--- config.mk ---
export PLATFORM = sky130hd
export DESIGN_NAME = hba_regfile
export DESIGN_NICKNAME = d
export VERILOG_FILES = /design/src/rtl/hba_reg_pkg.sv /design/src/rtl/hba_byte_fifo.sv /design/src/rtl/hba_cmd_decode.sv /design/src/rtl/hba_read_mux.sv /design/src/rtl/hba_regfile.sv
export SDC_FILE = /design/constraint.sdc
export NUM_CORES = 1
export LEC_CHECK = 0
export BUFFER_PORTS_ARGS = -buffer_cell sky130_fd_sc_hd__clkbuf_2
export CORE_MARGIN = 2
export CORE_UTILIZATION = 25
export CTS_CLUSTER_DIAMETER = 150
export DETAILED_ROUTE_END_ITERATION = 8
export PLACE_DENSITY = 0.51
export SLEW_MARGIN = 20
export SYNTH_ARGS = -nofsm -noshare
export SYNTH_HDL_FRONTEND = slang
export SYNTH_SLANG_ARGS = --single-unit
--- constraint.sdc ---
create_clock -name clk -period 3.7 [get_ports clk]
set_input_delay 0.185 -clock clk [delete_from_list [all_inputs] [get_ports clk]]
set_output_delay 0.185 -clock clk [all_outputs]
set_load 0.02 [all_outputs]
--- src/rtl/hba_reg_pkg.sv ---
package hba_reg_pkg;

    localparam int XFER_W     = 16;
    localparam int STEP_W     = 3;
    localparam int NUM_STROBE = 5;
    localparam int UPPER_BASE = 12;
    localparam int NUM_UPPER  = 4;

    // Register indices (address bits 5:2)
    localparam logic [3:0] RI_CNT_LO = 4'd0;
    localparam logic [3:0] RI_CNT_HI = 4'd1;
    localparam logic [3:0] RI_FIFO   = 4'd2;
    localparam logic [3:0] RI_CMD    = 4'd3;
    localparam logic [3:0] RI_STAT   = 4'd4;
    localparam logic [3:0] RI_CAUSE  = 4'd5;
    localparam logic [3:0] RI_STEP   = 4'd6;
    localparam logic [3:0] RI_LEVEL  = 4'd7;
    localparam logic [3:0] RI_CFG_A  = 4'd8;
    localparam logic [3:0] RI_CFG_B  = 4'd11;
    localparam logic [3:0] RI_ID     = 4'd14;

    localparam logic [7:0] CFG_B_MASK = 8'h15;
    localparam int         CFG_A_QUIET_BIT = 6;

    // Opcodes (command bits 6:0)
    localparam logic [6:0] OP_NOP     = 7'h00;
    localparam logic [6:0] OP_FLUSH   = 7'h01;
    localparam logic [6:0] OP_CHIPRST = 7'h02;
    localparam logic [6:0] OP_BUSRST  = 7'h03;
    localparam logic [6:0] OP_XFER    = 7'h10;
    localparam logic [6:0] OP_CPLT    = 7'h11;
    localparam logic [6:0] OP_MSGACC  = 7'h12;
    localparam logic [6:0] OP_SELATN  = 7'h42;
    localparam logic [6:0] OP_SELSTOP = 7'h43;

    // Strobe bit positions
    localparam int SB_XFER    = 0;
    localparam int SB_CPLT    = 1;
    localparam int SB_MSGACC  = 2;
    localparam int SB_SELATN  = 3;
    localparam int SB_SELSTOP = 4;

    // Cause codes
    localparam logic [7:0] CAUSE_FUNC_DONE = 8'h08;
    localparam logic [7:0] CAUSE_DISC      = 8'h20;
    localparam logic [7:0] CAUSE_BUSRST    = 8'h80;

    typedef enum logic [2:0] {
        ACT_NONE,
        ACT_FLUSH,
        ACT_CHIPRST,
        ACT_BUSRST,
        ACT_STROBE
    } cmd_act_e;

    typedef struct packed {
        logic                  dma;
        cmd_act_e              act;
        logic [NUM_STROBE-1:0] strobe;
        logic                  set_disc;
    } cmd_dec_t;

    typedef struct packed {
        logic       irq_pend;
        logic       gross_err;
        logic       parity_err;
        logic       count_zero;
        logic       spare;
        logic [2:0] phase;
    } stat_t;

    function automatic logic [3:0] reg_index(input logic [5:0] addr);
        return addr[5:2];
    endfunction

    function automatic cmd_dec_t decode_cmd(input logic [7:0] c);
        cmd_dec_t d;
        d.dma      = c[7];
        d.act      = ACT_NONE;
        d.strobe   = '0;
        d.set_disc = 1'b0;
        case (c[6:0])
            OP_FLUSH:   d.act = ACT_FLUSH;
            OP_CHIPRST: d.act = ACT_CHIPRST;
            OP_BUSRST:  d.act = ACT_BUSRST;
            OP_XFER: begin
                d.act = ACT_STROBE;
                d.strobe[SB_XFER] = 1'b1;
            end
            OP_CPLT: begin
                d.act = ACT_STROBE;
                d.strobe[SB_CPLT] = 1'b1;
            end
            OP_MSGACC: begin
                d.act = ACT_STROBE;
                d.strobe[SB_MSGACC] = 1'b1;
                d.set_disc = 1'b1;
            end
            OP_SELATN: begin
                d.act = ACT_STROBE;
                d.strobe[SB_SELATN] = 1'b1;
            end
            OP_SELSTOP: begin
                d.act = ACT_STROBE;
                d.strobe[SB_SELSTOP] = 1'b1;
            end
            default: d.act = ACT_NONE;
        endcase
        return d;
    endfunction

endpackage

--- src/rtl/hba_byte_fifo.sv ---
module hba_byte_fifo #(
    parameter int DEPTH = 32,
    parameter int W     = 8,
    localparam int PTR_W = (DEPTH > 1) ? $clog2(DEPTH) : 1,
    localparam int CNT_W = $clog2(DEPTH + 1)
) (
    input  logic             clk,
    input  logic             rst,
    input  logic             flush,
    input  logic             push,
    input  logic             pop,
    input  logic [W-1:0]     din,
    output logic [W-1:0]     dout,
    output logic [CNT_W-1:0] count
);
    logic [W-1:0]     mem [DEPTH];
    logic [PTR_W-1:0] wr_ptr, rd_ptr;
    logic             do_push, do_pop;
    logic [CNT_W-1:0] count_nx;

    assign do_push  = push && (count < CNT_W'(DEPTH));
    assign do_pop   = pop && (count != '0);
    assign count_nx = count + CNT_W'(do_push) - CNT_W'(do_pop);
    assign dout     = mem[rd_ptr];

    function automatic logic [PTR_W-1:0] bump(input logic [PTR_W-1:0] p);
        return (p == PTR_W'(DEPTH - 1)) ? '0 : p + 1'b1;
    endfunction

    always_ff @(posedge clk) begin
        if (do_push) mem[wr_ptr] <= din;
    end

    always_ff @(posedge clk) begin
        if (rst || flush) begin
            wr_ptr <= '0;
            rd_ptr <= '0;
            count  <= '0;
        end else begin
            count <= count_nx;
            if (count_nx == '0) begin
                wr_ptr <= '0;
                rd_ptr <= '0;
            end else begin
                if (do_push) wr_ptr <= bump(wr_ptr);
                if (do_pop)  rd_ptr <= bump(rd_ptr);
            end
        end
    end
endmodule

--- src/rtl/hba_cmd_decode.sv ---
module hba_cmd_decode
    import hba_reg_pkg::*;
(
    input  logic [7:0] cmd_byte,
    output cmd_dec_t   dec
);
    always_comb dec = decode_cmd(cmd_byte);
endmodule

--- src/rtl/hba_read_mux.sv ---
module hba_read_mux
    import hba_reg_pkg::*;
#(
    parameter int CNT_W = 6
) (
    input  logic [3:0]        idx,
    input  logic [XFER_W-1:0] cnt_rd,
    input  logic [7:0]        fifo_val,
    input  logic [7:0]        cmd_q,
    input  stat_t             stat,
    input  logic [7:0]        cause,
    input  logic [STEP_W-1:0] step,
    input  logic [CNT_W-1:0]  fifo_cnt,
    input  logic [7:0]        cfg_a,
    input  logic [7:0]        cfg_b,
    input  logic [7:0]        upper_sel,
    output logic [7:0]        rdata
);
    always_comb begin
        rdata = 8'h00;
        if (idx >= 4'(UPPER_BASE)) begin
            rdata = upper_sel;
        end else begin
            case (idx)
                RI_CNT_LO: rdata = cnt_rd[7:0];
                RI_CNT_HI: rdata = cnt_rd[15:8];
                RI_FIFO:   rdata = fifo_val;
                RI_CMD:    rdata = cmd_q;
                RI_STAT:   rdata = stat;
                RI_CAUSE:  rdata = cause;
                RI_STEP:   rdata = 8'(step);
                RI_LEVEL:  rdata = 8'(fifo_cnt);
                RI_CFG_A:  rdata = cfg_a;
                RI_CFG_B:  rdata = cfg_b;
                default:   rdata = 8'h00;
            endcase
        end
    end
endmodule

--- src/rtl/hba_regfile.sv ---
module hba_regfile
    import hba_reg_pkg::*;
#(
    parameter int         FIFO_DEPTH = 32,
    parameter int         ADDR_W     = 6,
    parameter logic [7:0] ID_VALUE   = 8'h04
) (
    input  logic                  clk,
    input  logic                  rst,
    input  logic [ADDR_W-1:0]     bus_addr,
    input  logic                  bus_wr,
    input  logic                  bus_rd,
    input  logic [7:0]            bus_wdata,
    output logic [7:0]            bus_rdata,
    output logic                  irq,
    output logic [NUM_STROBE-1:0] cmd_req,
    output logic                  dma_mode,
    output logic [XFER_W-1:0]     xfer_count,
    input  logic                  seq_post,
    input  logic [7:0]            seq_status,
    input  logic [7:0]            seq_cause,
    input  logic [STEP_W-1:0]     seq_step
);
    localparam int CNT_W = $clog2(FIFO_DEPTH + 1);

    logic [3:0]            idx;
    logic [XFER_W-1:0]     cnt_wr, cnt_rd;
    logic [7:0]            cmd_q, cause, cfg_a, cfg_b;
    stat_t                 stat;
    logic [STEP_W-1:0]     step;
    logic                  irq_q, dma_q;
    logic [NUM_STROBE-1:0] req_q;
    logic [7:0]            upper [NUM_UPPER];
    logic [7:0]            upper_sel;

    cmd_dec_t              dec;
    logic                  cmd_wr, soft_rst, fifo_flush, fifo_push, fifo_pop;
    logic [7:0]            fifo_head, fifo_val;
    logic [CNT_W-1:0]      fifo_cnt;
    logic                  cause_rd;

    assign idx      = reg_index(6'(bus_addr));
    assign cmd_wr   = bus_wr && (idx == RI_CMD);
    assign soft_rst = cmd_wr && (dec.act == ACT_CHIPRST);
    assign cause_rd = bus_rd && (idx == RI_CAUSE);

    // Only non-data phases move bytes through the host FIFO port
    assign fifo_pop   = bus_rd && (idx == RI_FIFO) && (stat.phase[2:1] != 2'b00)
                        && (fifo_cnt != '0);
    assign fifo_push  = bus_wr && (idx == RI_FIFO);
    assign fifo_flush = soft_rst || (cmd_wr && (dec.act == ACT_FLUSH));
    assign fifo_val   = fifo_pop ? fifo_head : 8'h00;

    hba_cmd_decode u_dec (
        .cmd_byte (bus_wdata),
        .dec      (dec)
    );

    hba_byte_fifo #(.DEPTH(FIFO_DEPTH), .W(8)) u_fifo (
        .clk   (clk),
        .rst   (rst),
        .flush (fifo_flush),
        .push  (fifo_push),
        .pop   (fifo_pop),
        .din   (bus_wdata),
        .dout  (fifo_head),
        .count (fifo_cnt)
    );

    // Free-form byte registers at the top of the map
    for (genvar g = 0; g < NUM_UPPER; g++) begin : g_upper
        localparam logic [3:0] MY_IDX = 4'(UPPER_BASE + g);
        localparam logic [7:0] RST_V  = (MY_IDX == RI_ID) ? ID_VALUE : 8'h00;
        always_ff @(posedge clk) begin
            if (rst || soft_rst)
                upper[g] <= RST_V;
            else if (bus_wr && (idx == MY_IDX))
                upper[g] <= bus_wdata;
        end
    end

    assign upper_sel = upper[idx[1:0]];

    always_ff @(posedge clk) begin
        if (rst || soft_rst) begin
            cnt_wr <= '0;
            cnt_rd <= '0;
            cmd_q  <= '0;
            cause  <= '0;
            cfg_a  <= '0;
            cfg_b  <= '0;
            stat   <= '0;
            step   <= '0;
            irq_q  <= 1'b0;
            dma_q  <= 1'b0;
            req_q  <= '0;
        end else begin
            req_q <= '0;

            // Read side effect: acknowledge
            if (cause_rd) begin
                stat.irq_pend   <= 1'b0;
                stat.gross_err  <= 1'b0;
                stat.parity_err <= 1'b0;
                irq_q           <= 1'b0;
            end

            if (bus_wr) begin
                case (idx)
                    RI_CNT_LO: begin
                        cnt_wr[7:0]     <= bus_wdata;
                        stat.count_zero <= 1'b0;
                    end
                    RI_CNT_HI: begin
                        cnt_wr[15:8]    <= bus_wdata;
                        stat.count_zero <= 1'b0;
                    end
                    RI_CMD: begin
                        cmd_q <= bus_wdata;
                        dma_q <= dec.dma;
                        if (dec.dma) cnt_rd <= cnt_wr;
                        case (dec.act)
                            ACT_FLUSH: begin
                                cause <= CAUSE_FUNC_DONE;
                                step  <= '0;
                            end
                            ACT_BUSRST: begin
                                cause <= CAUSE_BUSRST;
                                if (!cfg_a[CFG_A_QUIET_BIT]) irq_q <= 1'b1;
                            end
                            ACT_STROBE: begin
                                req_q <= dec.strobe;
                                if (dec.set_disc) begin
                                    cause <= CAUSE_DISC;
                                    step  <= '0;
                                end
                            end
                            default: ;
                        endcase
                    end
                    RI_CFG_A: cfg_a <= bus_wdata;
                    RI_CFG_B: cfg_b <= bus_wdata & CFG_B_MASK;
                    default: ;
                endcase
            end

            // Sequencer report has the last word
            if (seq_post) begin
                stat  <= stat_t'(seq_status);
                cause <= seq_cause;
                step  <= seq_step;
                if (seq_status[7]) irq_q <= 1'b1;
            end
        end
    end

    hba_read_mux #(.CNT_W(CNT_W)) u_rmux (
        .idx       (idx),
        .cnt_rd    (cnt_rd),
        .fifo_val  (fifo_val),
        .cmd_q     (cmd_q),
        .stat      (stat),
        .cause     (cause),
        .step      (step),
        .fifo_cnt  (fifo_cnt),
        .cfg_a     (cfg_a),
        .cfg_b     (cfg_b),
        .upper_sel (upper_sel),
        .rdata     (bus_rdata)
    );

    assign irq        = irq_q;
    assign cmd_req    = req_q;
    assign dma_mode   = dma_q;
    assign xfer_count = cnt_rd;
endmodule

Yosys cells after proc, flatten, opt, wreduce, memory -nomap -nowiden
Memories as Yosys holds them, arrays and structs flattened. A register that Yosys moved wholly into a read port is not among the register bits.
Index checks and enable logic that the tools add are counted.
{"block": "word_totals", "regBits": 93, "ramBits": 288, "in_bits": 38, "out_inout_bits": 31, "wordCells": 157, "n_memories": 2}
{"memory": "u_fifo.mem", "words": 32, "word_bits": 8, "read_ports": 1, "rd_clocked_by_memory_dff": 1, "write_ports": 1, "line_no": "hba_byte_fifo.sv:16", "source": "logic [W-1:0] mem [DEPTH];"}
{"memory": "upper", "words": 4, "word_bits": 8, "read_ports": 1, "rd_clocked_by_memory_dff": 0, "write_ports": 4, "line_no": "hba_regfile.sv:33", "source": "logic [7:0] upper [NUM_UPPER];"}
{"block": "op_classes", "addsub": 4, "n_lt_le_gt_ge": 2, "eq_ne": 28, "muxes": 54, "bitwise": 7, "reduce_logical": 40}
{"operator": "$mux W8", "count": 11}
{"operator": "$pmux W8 S10", "count": 1}
{"operator": "$mux W1", "count": 30}
{"operator": "$eq A4 B4 Y1 const B", "count": 6}
{"operator": "$pmux W8 S3", "count": 1}
{"operator": "$eq A7 B5 Y1 const B", "count": 3}
{"operator": "$mux W5", "count": 4}
{"operator": "$eq A4 B3 Y1 const B", "count": 4}
{"operator": "$mux W3", "count": 5}
{"operator": "$eq A7 B2 Y1 const B", "count": 2}
{"operator": "$eq A7 B7 Y1 const B", "count": 2}
{"operator": "$logic_and A1 B1 Y1", "count": 14}
{"operator": "$pmux W3 S4", "count": 1}
{"operator": "$reduce_and A2 Y1", "count": 6}
{"operator": "$add A5 B1 Y5 const B", "count": 2}
{"operator": "$eq A5 B5 Y1 const B", "count": 2}
{"operator": "$reduce_bool A2 Y1", "count": 5}
{"operator": "$eq A4 B2 Y1 const B", "count": 2}
{"operator": "$reduce_and A4 Y1", "count": 2}
{"operator": "$eq A7 B1 Y1 const B", "count": 1}
{"operator": "$add A6 B1 Y6", "count": 1}
{"operator": "$eq A3 B2 Y1 const B", "count": 2}
{"operator": "$logic_not A6 Y1", "count": 1}
{"operator": "$lt A6 B6 Y1 const B", "count": 1}
{"operator": "other kinds (18)", "count": 26}

Logic depth before layout (Yosys ltp)
Gate-level depths: netlist (run 1).
{"block": "depth", "word_depth": 9, "depth_mapped": 15, "ltp_nobuf": 14}

Hierarchy
From an unflattened synthesis (run 1), not the netlist that was laid out.
{"block": "unflattened", "hier_cells": 1123, "area_unflattened_um2": 16259.3}
{"mod": "hba_byte_fifo", "instances": 1, "cells_per_inst": 561, "area_per_inst_um2": 10915.5, "seq_area_each_um2": 8107.8}
{"mod": "hba_regfile", "instances": 1, "cells_per_inst": 427, "area_per_inst_um2": 4401.7, "seq_area_each_um2": 2502.4}
{"mod": "hba_read_mux", "instances": 1, "cells_per_inst": 117, "area_per_inst_um2": 830.8, "seq_area_each_um2": 0.0}
{"mod": "hba_cmd_decode", "instances": 1, "cells_per_inst": 18, "area_per_inst_um2": 111.4, "seq_area_each_um2": 0.0}

Worst setup path after synthesis (run 1)
Ideal clock, no wire load.
{"block": "synth_timing", "path_kind": "input -> register", "startpoint": "input bus_addr[2]", "endpoint": "register with a tool-made name", "arrival_time_ns": 3.246, "t_required_ns": 3.552, "slack_ns": 0.306, "cell_stages": 14, "n_path_buf": 2, "path_cell_list": "buf_2 -> or4b_4 -> nor3_4 -> buf_4 -> ha_1 -> inv_1 -> ha_1 -> inv_1 -> fa_1 -> nand2b_1 -> a21oi_1 -> o21ai_0 -> a211oi_2 -> a211oi_1"}
{"element": "start: declaration", "line_no": "hba_regfile.sv:10", "source": "input logic [ADDR_W-1:0] bus_addr,"}

==> impl_metrics.csv, run 1 <==
group,metric,value,unit
cells_and_area,final_cell_mix,"edfxtp_1, dfxtp_1, nor2_1",
yosys,syn-cell-area,16100,sq um
route,ant_nets,0,
die,die_x,258,um
clock_tree,htreeDepth,2,
clock_tree,numCtsBuffers,41,
critical_path,crit_arrival,3.23,ns
yosys,avgSynthCellArea,14.4,sq um
yosys,ys_ff_latch,385,
critical_path,regToRegStartpoint,"u_fifo.count[2]",
worst_hold_path,whs_path_depth,3,
route,first_pass_iters,7,
yosys,syn_inst,1120,
die,fp.dieH,258,um
route,wl,43.1,mm
cells_and_area,area_growth_syn_to_layout,18.4,%
critical_path,required,3.51,ns
clock_tree,root_buffer,"clkbuf_16",
timing,rsz0062_at_grt,"no",
route,wire_per_inst,20.4,um
timing,tns,0,ns
die,rows,93,
cells_and_area,fin_area,19100,sq um
worst_hold_path,hp-class,"in -> reg",
pwr,combPwrFrac,0.059,
timing,min_period,3.41,ns
clock_tree,clock-sinks,385,
cells_and_area,drive_gt1_frac,0.212,
pwr,p_seq_frac,0.509,
yosys,synth_edf_count,288,
die,core,64100,sq um
pwr,switching_share,0.221,
clock_tree,clk_pin_slew_worst_paths,0.06,ns
pwr,ir_drop,0.264,mV
yosys,seq_area_frac_synth,0.656,
worst_hold_path,hold_end,"cmd_q[6]",
clock_tree,clock_latency,0.56,ns
cells_and_area,fin_nets,1278,
critical_path,rrSetupSlack,0.41,ns
yosys,synth_top_area_share,0.536,
global_routing,grt_pass1_wl,63.8,mm
placement,placed_area,17600,sq um
global_routing,grt_max_degree,70,
timing,post-route-period-util,0.923,
die,start_util,0.252,
timing,relSlewSlack,0.389,
critical_path,critPathKind,"reg -> out",
global_routing,antenna_found_initial,2,
clock_tree,tritoncts,"built",
yosys,yosysTopAreaCell,"edfxtp_1",
worst_hold_path,hp-start,"bus_wdata[6]",
critical_path,critPathMaxFanout,29,
critical_path,start_kind,"flop",
timing,tightest_slew,0.914,ns
placement,hpwl,29.1,mm
cells_and_area,num_antenna_cells,0,
pwr,p_leak,6.10,nW
pwr,p_int,7.21,mW
global_routing,grt_overflow,0,
route,drc_errors,0,
timing,setup_viol,0,
status,status,"complete, no violations",
clock_tree,cts_setup_buffers,0,
critical_path,critPathCaptureType,"primary output",
pwr,p_per_area,484,nW/um^2
placement,place_congestion,0.848,
timing,fmax,293,MHz
yosys,yosysWarningCount,0,
global_routing,grt_pass1_vias,9969,
pwr,p_sw,2.05,mW
pwr,pwr-share-clk,0.432,
route,num_vias,9799,
placement,place.port_buffers,66,
critical_path,ff2ff_path_depth,15,
yosys,ys.flop_type,"edfxtp_1",
yosys,async_reset_ff_frac,0,
yosys,ys_types,66,
clock_tree,clk_path_buf_depth,3,
timing,fin_skew,0.0297,ns
route,drt_iter0_drc,651,
yosys,synthesis.nets,1174,
timing,slew_viol_final,0,
die,dieArea,66600,sq um
timing,final_hold_viol_count,0,
yosys,synthTopCellsByArea,"edfxtp_1, dfxtp_1, mux4_2, mux2i_1, nor2_1",
run,drv_cap,0,
cells_and_area,layout_commonest_cell,"edfxtp_1",
die,io_pins,69,
clock_tree,cts_resized,0,
global_routing,grt_usage,0.127,
route,via_per_inst,4.65,
[area by class of cell]
cell class,count,area [sq um]
clock inverter,14,165
sequential,385,10600
inverter,18,67.6
timing repair buffer,132,903
fill,6379,45000
tap,855,1070
multi-input combinational,646,5180
clock buffer,59,1130
[critical path: stages, from the launching register on]
cell	delay (ns)
dfxtp_4	0.52
buf_12	0.27
mux4_2	0.56
mux2i_1	0.39
a211oi_1	0.14
o221ai_1	0.33
nand3_1	0.20
clkbuf_2	0.21
[cells in the mapped netlist (all sizes together), types with 15 or more instances]
master,number
a211oi,17
a21oi,61
a22oi,18
and2,31
buf,34
clkbuf,37
dfxtp,97
edfxtp,288
ha,15
inv,18
mux2,16
mux2i,42
mux4,69
nand2,87
nand3,32
nor2,89
nor2b,19
o21ai,19
[timing repair]
action                                 4_1_cts  5_1_grt
hold buffers                                21        0
endpoints found under the hold margin       22        0
setup endpoints to repair                    0        0
[how the worst max path moves through the flow]
stage                  endpoint  slack (ns)  depth (start not counted)
2_1_floorplan              flop        0.31                         14
3_3_place_gp               flop        0.48                         13
3_5_place_dp               flop        0.46                         13
4_1_cts            bus_rdata[5]        0.24                          7
5_1_grt        u_fifo.wr_ptr[1]        0.10                         15
6_report           bus_rdata[5]        0.29                          7
[sequential cells by signal, indices dropped and copies added, names as in the netlist, 5 cells and up, named ones only]
register and cells:
u_fifo.mem 256, upper 32, cnt_wr 16, xfer_count 16, cause 8, cfg_a 8, cmd_q 8, stat 8
u_fifo.count 6, cmd_req 5, u_fifo.rd_ptr 5, u_fifo.wr_ptr 5
[per-layer routing]
metal	vias up	global-route usage	share of wire	wire, um
met5	-	0	0.00030	13
met3	78	0.0161	0.043	1850
met2	258	0.207	0.47	20200
met1	4956	0.174	0.46	19700
li1	4505	-	-	-
met4	2	0.0450	0.030	1300
[cells by family (layout without fill, tap and decap cells)]
family | count (synthesis) | in the layout | synth area share
AOI/OAI and AO/OA | 169 | 169 | 0.0683
xor gates and xnor gates | 4 | 4 | 0.00217
adders and majority gates | 16 | 16 | 0.0129
buffers and inverters | 89 | 223 | 0.0238
DFF | 385 | 385 | 0.656
muxes | 127 | 127 | 0.133
and+or+nand+nor | 330 | 330 | 0.103
[through the flow]
step,power [mW],worst slack (ns),util,instances,hold WS (ns)
6_report,9.25,0.286,0.298,2109,0.149
5_1_grt,9.57,0.103,0.298,2109,0.154
4_1_cts,9.36,0.237,0.298,2109,0.125
3_5_place_dp,5.34,0.458,0.275,2015,0.437
3_3_place_gp,5.34,0.477,0.275,2015,0.434
2_1_floorplan,5.11,0.306,-,1120,0.254
[power groups by stage]
stage          clock network (mW)  registers (mW)  logic, mW
3_3_place_gp                    0            4.80      0.533
6_report                     3.99            4.71      0.547
4_1_cts                      4.09            4.71      0.559
5_1_grt                      4.26            4.71      0.596
2_1_floorplan                   0            4.79      0.311
3_5_place_dp                    0            4.80      0.533
(Power assumes the default switching activity.)
==> inputs of run 2 (changes only) <==
--- a/config.mk
+++ b/config.mk
@@ -14,4 +14,5 @@
 export SLEW_MARGIN = 20
 export SYNTH_ARGS = -nofsm -noshare
 export SYNTH_HDL_FRONTEND = slang
+export SYNTH_HIERARCHICAL = 1
 export SYNTH_SLANG_ARGS = --single-unit
==> run 2 against run 1 <==
Compared with the run above: sequential share of layout area is 0.31 points lower; hold slack worse by 0.12 ns; first-iteration DRC count is 29% higher; critical path depth is 3 higher; non-clock buffer count is 3 lower; sequential power hardly changed; clock-buffer cell count is 1 higher; critical path type unchanged.
==> impl_metrics.csv, run 2 <==
group,metric,value,unit
status,status,"complete, no violations",
cells_and_area,multi_input_area,5320,sq um
clock_tree,htreeDepth,2,
route,wire_per_inst,21.1,um
timing,layout_setup_ws,0.102,ns
route,first_pass_iters,5,
timing,rsz0062_at_grt,"no",
cells_and_area,fin_nets,1288,
yosys,yosysTopAreaCell,"edfxtp_1",
timing,holdWs,0.0329,ns
cells_and_area,reg.largest.list,"u_fifo/mem x256, upper x32",
critical_path,crit_cells,10,
yosys,seq_area_frac_synth,0.653,
placement,dp_slack,0.0253,ns
cells_and_area,drive_gt1_frac,0.223,
global_routing,grt_pass1_wl,65.8,mm
global_routing,antenna_found_initial,2,
critical_path,required,3.51,ns
global_routing,grt_pass1_vias,10180,
worst_hold_path,whs_path_depth,2,
critical_path,cp_top_family,"compound AO/OA/AOI/OAI gates",
global_routing,grt_overflow,0,
yosys,ys_ff_latch,386,
critical_path,critPathMaxFanout,13,
pwr,ir_drop,0.296,mV
yosys,avgSynthCellArea,14.5,sq um
worst_hold_path,hp-class,"in -> reg",
clock_tree,clock-sinks,386,
critical_path,critical_path.cell_chain,"buf_16, mux4_2, o22ai_1, nor4_1, and2_1, mux2_2, a22oi_1, o2bb2ai_1, a221o_1, clkbuf_2",
cells_and_area,largest_reg_flops,256,
placement,place_congestion,0.837,
timing,tightest_slew,0.897,ns
pwr,p_per_area,466,nW/um^2
clock_tree,clk_path_buf_depth,3,
critical_path,crit_path_top_delay_cell,"mux4_2",
critical_path,critPathBufInv,2,
cells_and_area,fillCellCount,6432,
die,fp.dieH,259,um
clock_tree,clk_pin_slew_worst_paths,0.06,ns
timing,fmax,278,MHz
timing,min_period,3.60,ns
yosys,ys.flop_type,"edfxtp_1",
yosys,synth_edf_count,288,
route,via_per_inst,4.81,
pwr,p_leak,6.31,nW
die,rows,93,
timing,tns,0,ns
yosys,synth_commonest_cells,"edfxtp_1, dfxtp_1, nand2_1",
global_routing,grt_usage,0.130,
yosys,yosysMostFrequentCell,"edfxtp_1",
die,core,64300,sq um
critical_path,start_kind,"flop",
yosys,synth_top_area_share,0.532,
critical_path,ff2ff_path_depth,14,
critical_path,crit_arrival,3.41,ns
global_routing,grt_max_degree,49,
critical_path,critPathKind,"reg -> out",
yosys,syn-cell-area,16300,sq um
clock_tree,tritoncts,"built",
cells_and_area,seq_area,10600,sq um
cells_and_area,fin_area,19300,sq um
clock_tree,root_buffer,"clkbuf_16",
yosys,synthTopCellsByArea,"edfxtp_1, dfxtp_1, mux4_2, nand2_1, mux2i_1",
die,dieArea,67100,sq um
clock_tree,clock_latency,0.55,ns
critical_path,critPathCaptureType,"primary output",
die,io_pins,69,
clock_tree,numCtsBuffers,40,
cells_and_area,layout_commonest_cell,"edfxtp_1",
timing,post-route-period-util,0.973,
timing,fin_skew,0.0109,ns
timing,setup_viol,0,
yosys,ys_types,76,
placement,placed_area,17700,sq um
die,start_util,0.253,
route,ant_nets,0,
cells_and_area,final_cell_mix,"edfxtp_1, dfxtp_1, nand2_1",
yosys,async_reset_ff_frac,0,
timing,relSlewSlack,0.400,
route,num_vias,10195,
timing,slew_viol_final,0,
critical_path,cp_slowest_stage_delay,0.53,ns
yosys,syn_inst,1123,
route,drc_errors,0,
die,die_x,259,um
cells_and_area,largest-register,"u_fifo/mem",
timing,final_hold_viol_count,0,
cells_and_area,area_growth_syn_to_layout,18.5,%
route,drt_iter0_drc,841,
placement,hpwl,29.3,mm
placement,place.port_buffers,66,
run,drv_cap,0,
yosys,yosysWarningCount,6,
route,wl,44.7,mm
==> run 2: cells by family (layout without fill, tap and decap cells) <==
group | Yosys count | count (layout) | share of synthesized area
AOI/OAI and AO/OA | 171 | 171 | 0.0705
xor gates and xnor gates | 2 | 2 | 0.00108
adders and majority gates | 16 | 16 | 0.0128
buffers and inverters | 86 | 221 | 0.0251
DFF | 386 | 386 | 0.653
muxes | 116 | 116 | 0.128
other | 1 | 8 | 0.000231
and+or+nand+nor | 345 | 345 | 0.110
==> run 2: path summary, 6_finish.rpt <==
kind	start	to	slack [ns]
worst max-delay path	flop	bus_rdata[0]	0.10
worst min-delay path	rst	step[0]	0.03
worst max register to register	stat[1]	u_fifo/wr_ptr[2]	0.16
worst min register to register	cnt_wr[0]	xfer_count[0]	0.45
==> run 2: final cells by class <==
type | count | share of cell area
Sequential cell | 386 | 0.551
Multi-Input combinational cell | 655 | 0.276
Clock buffer | 60 | 0.0608
Tap cell | 855 | 0.0555
Timing Repair Buffer | 129 | 0.0487
Inverter | 22 | 0.00429
Clock inverter | 10 | 0.00286
Antenna cell | 3 | 0.000390
==> run 2: repair_timing <==
item                       in CTS  in global routing
pin swaps                       0                  5
hold endpoints to repair       18                  0
setup endpoints to repair       2                 19
hold buffers                   17                  0
resized for setup               1                 17
setup buffers                   0                  1
gates cloned                    0                  2
==> run 2: metrics by stage <==
step / util / cells / power [mW]
6_report: 0.299 / 2120 / 8.98
5_1_grt: 0.299 / 2117 / 9.27
4_1_cts: 0.298 / 2114 / 9.04
3_5_place_dp: 0.276 / 2027 / 5.22
3_3_place_gp: 0.276 / 2027 / 5.21
2_1_floorplan: - / 1127 / 5.01
==> run 2: power breakdown <==
part           switching [mW]  internal [mW]
Combinational           0.294          0.155
Clock                    1.64           2.18
Sequential             0.0191           4.69
Total                    1.95           7.03
==> run 2: metal layers <==
| layer | global-route usage | routed length [um] | share of wire | vias up |
|---|---|---|---|---|
| li1 | - | - | - | 4565 |
| met1 | 0.176 | 19600 | 0.44 | 5279 |
| met2 | 0.216 | 21900 | 0.49 | 281 |
| met3 | 0.0188 | 2080 | 0.046 | 70 |
| met4 | 0.0409 | 1080 | 0.024 | 0 |
| met5 | 0 | 0 | 0 | - |
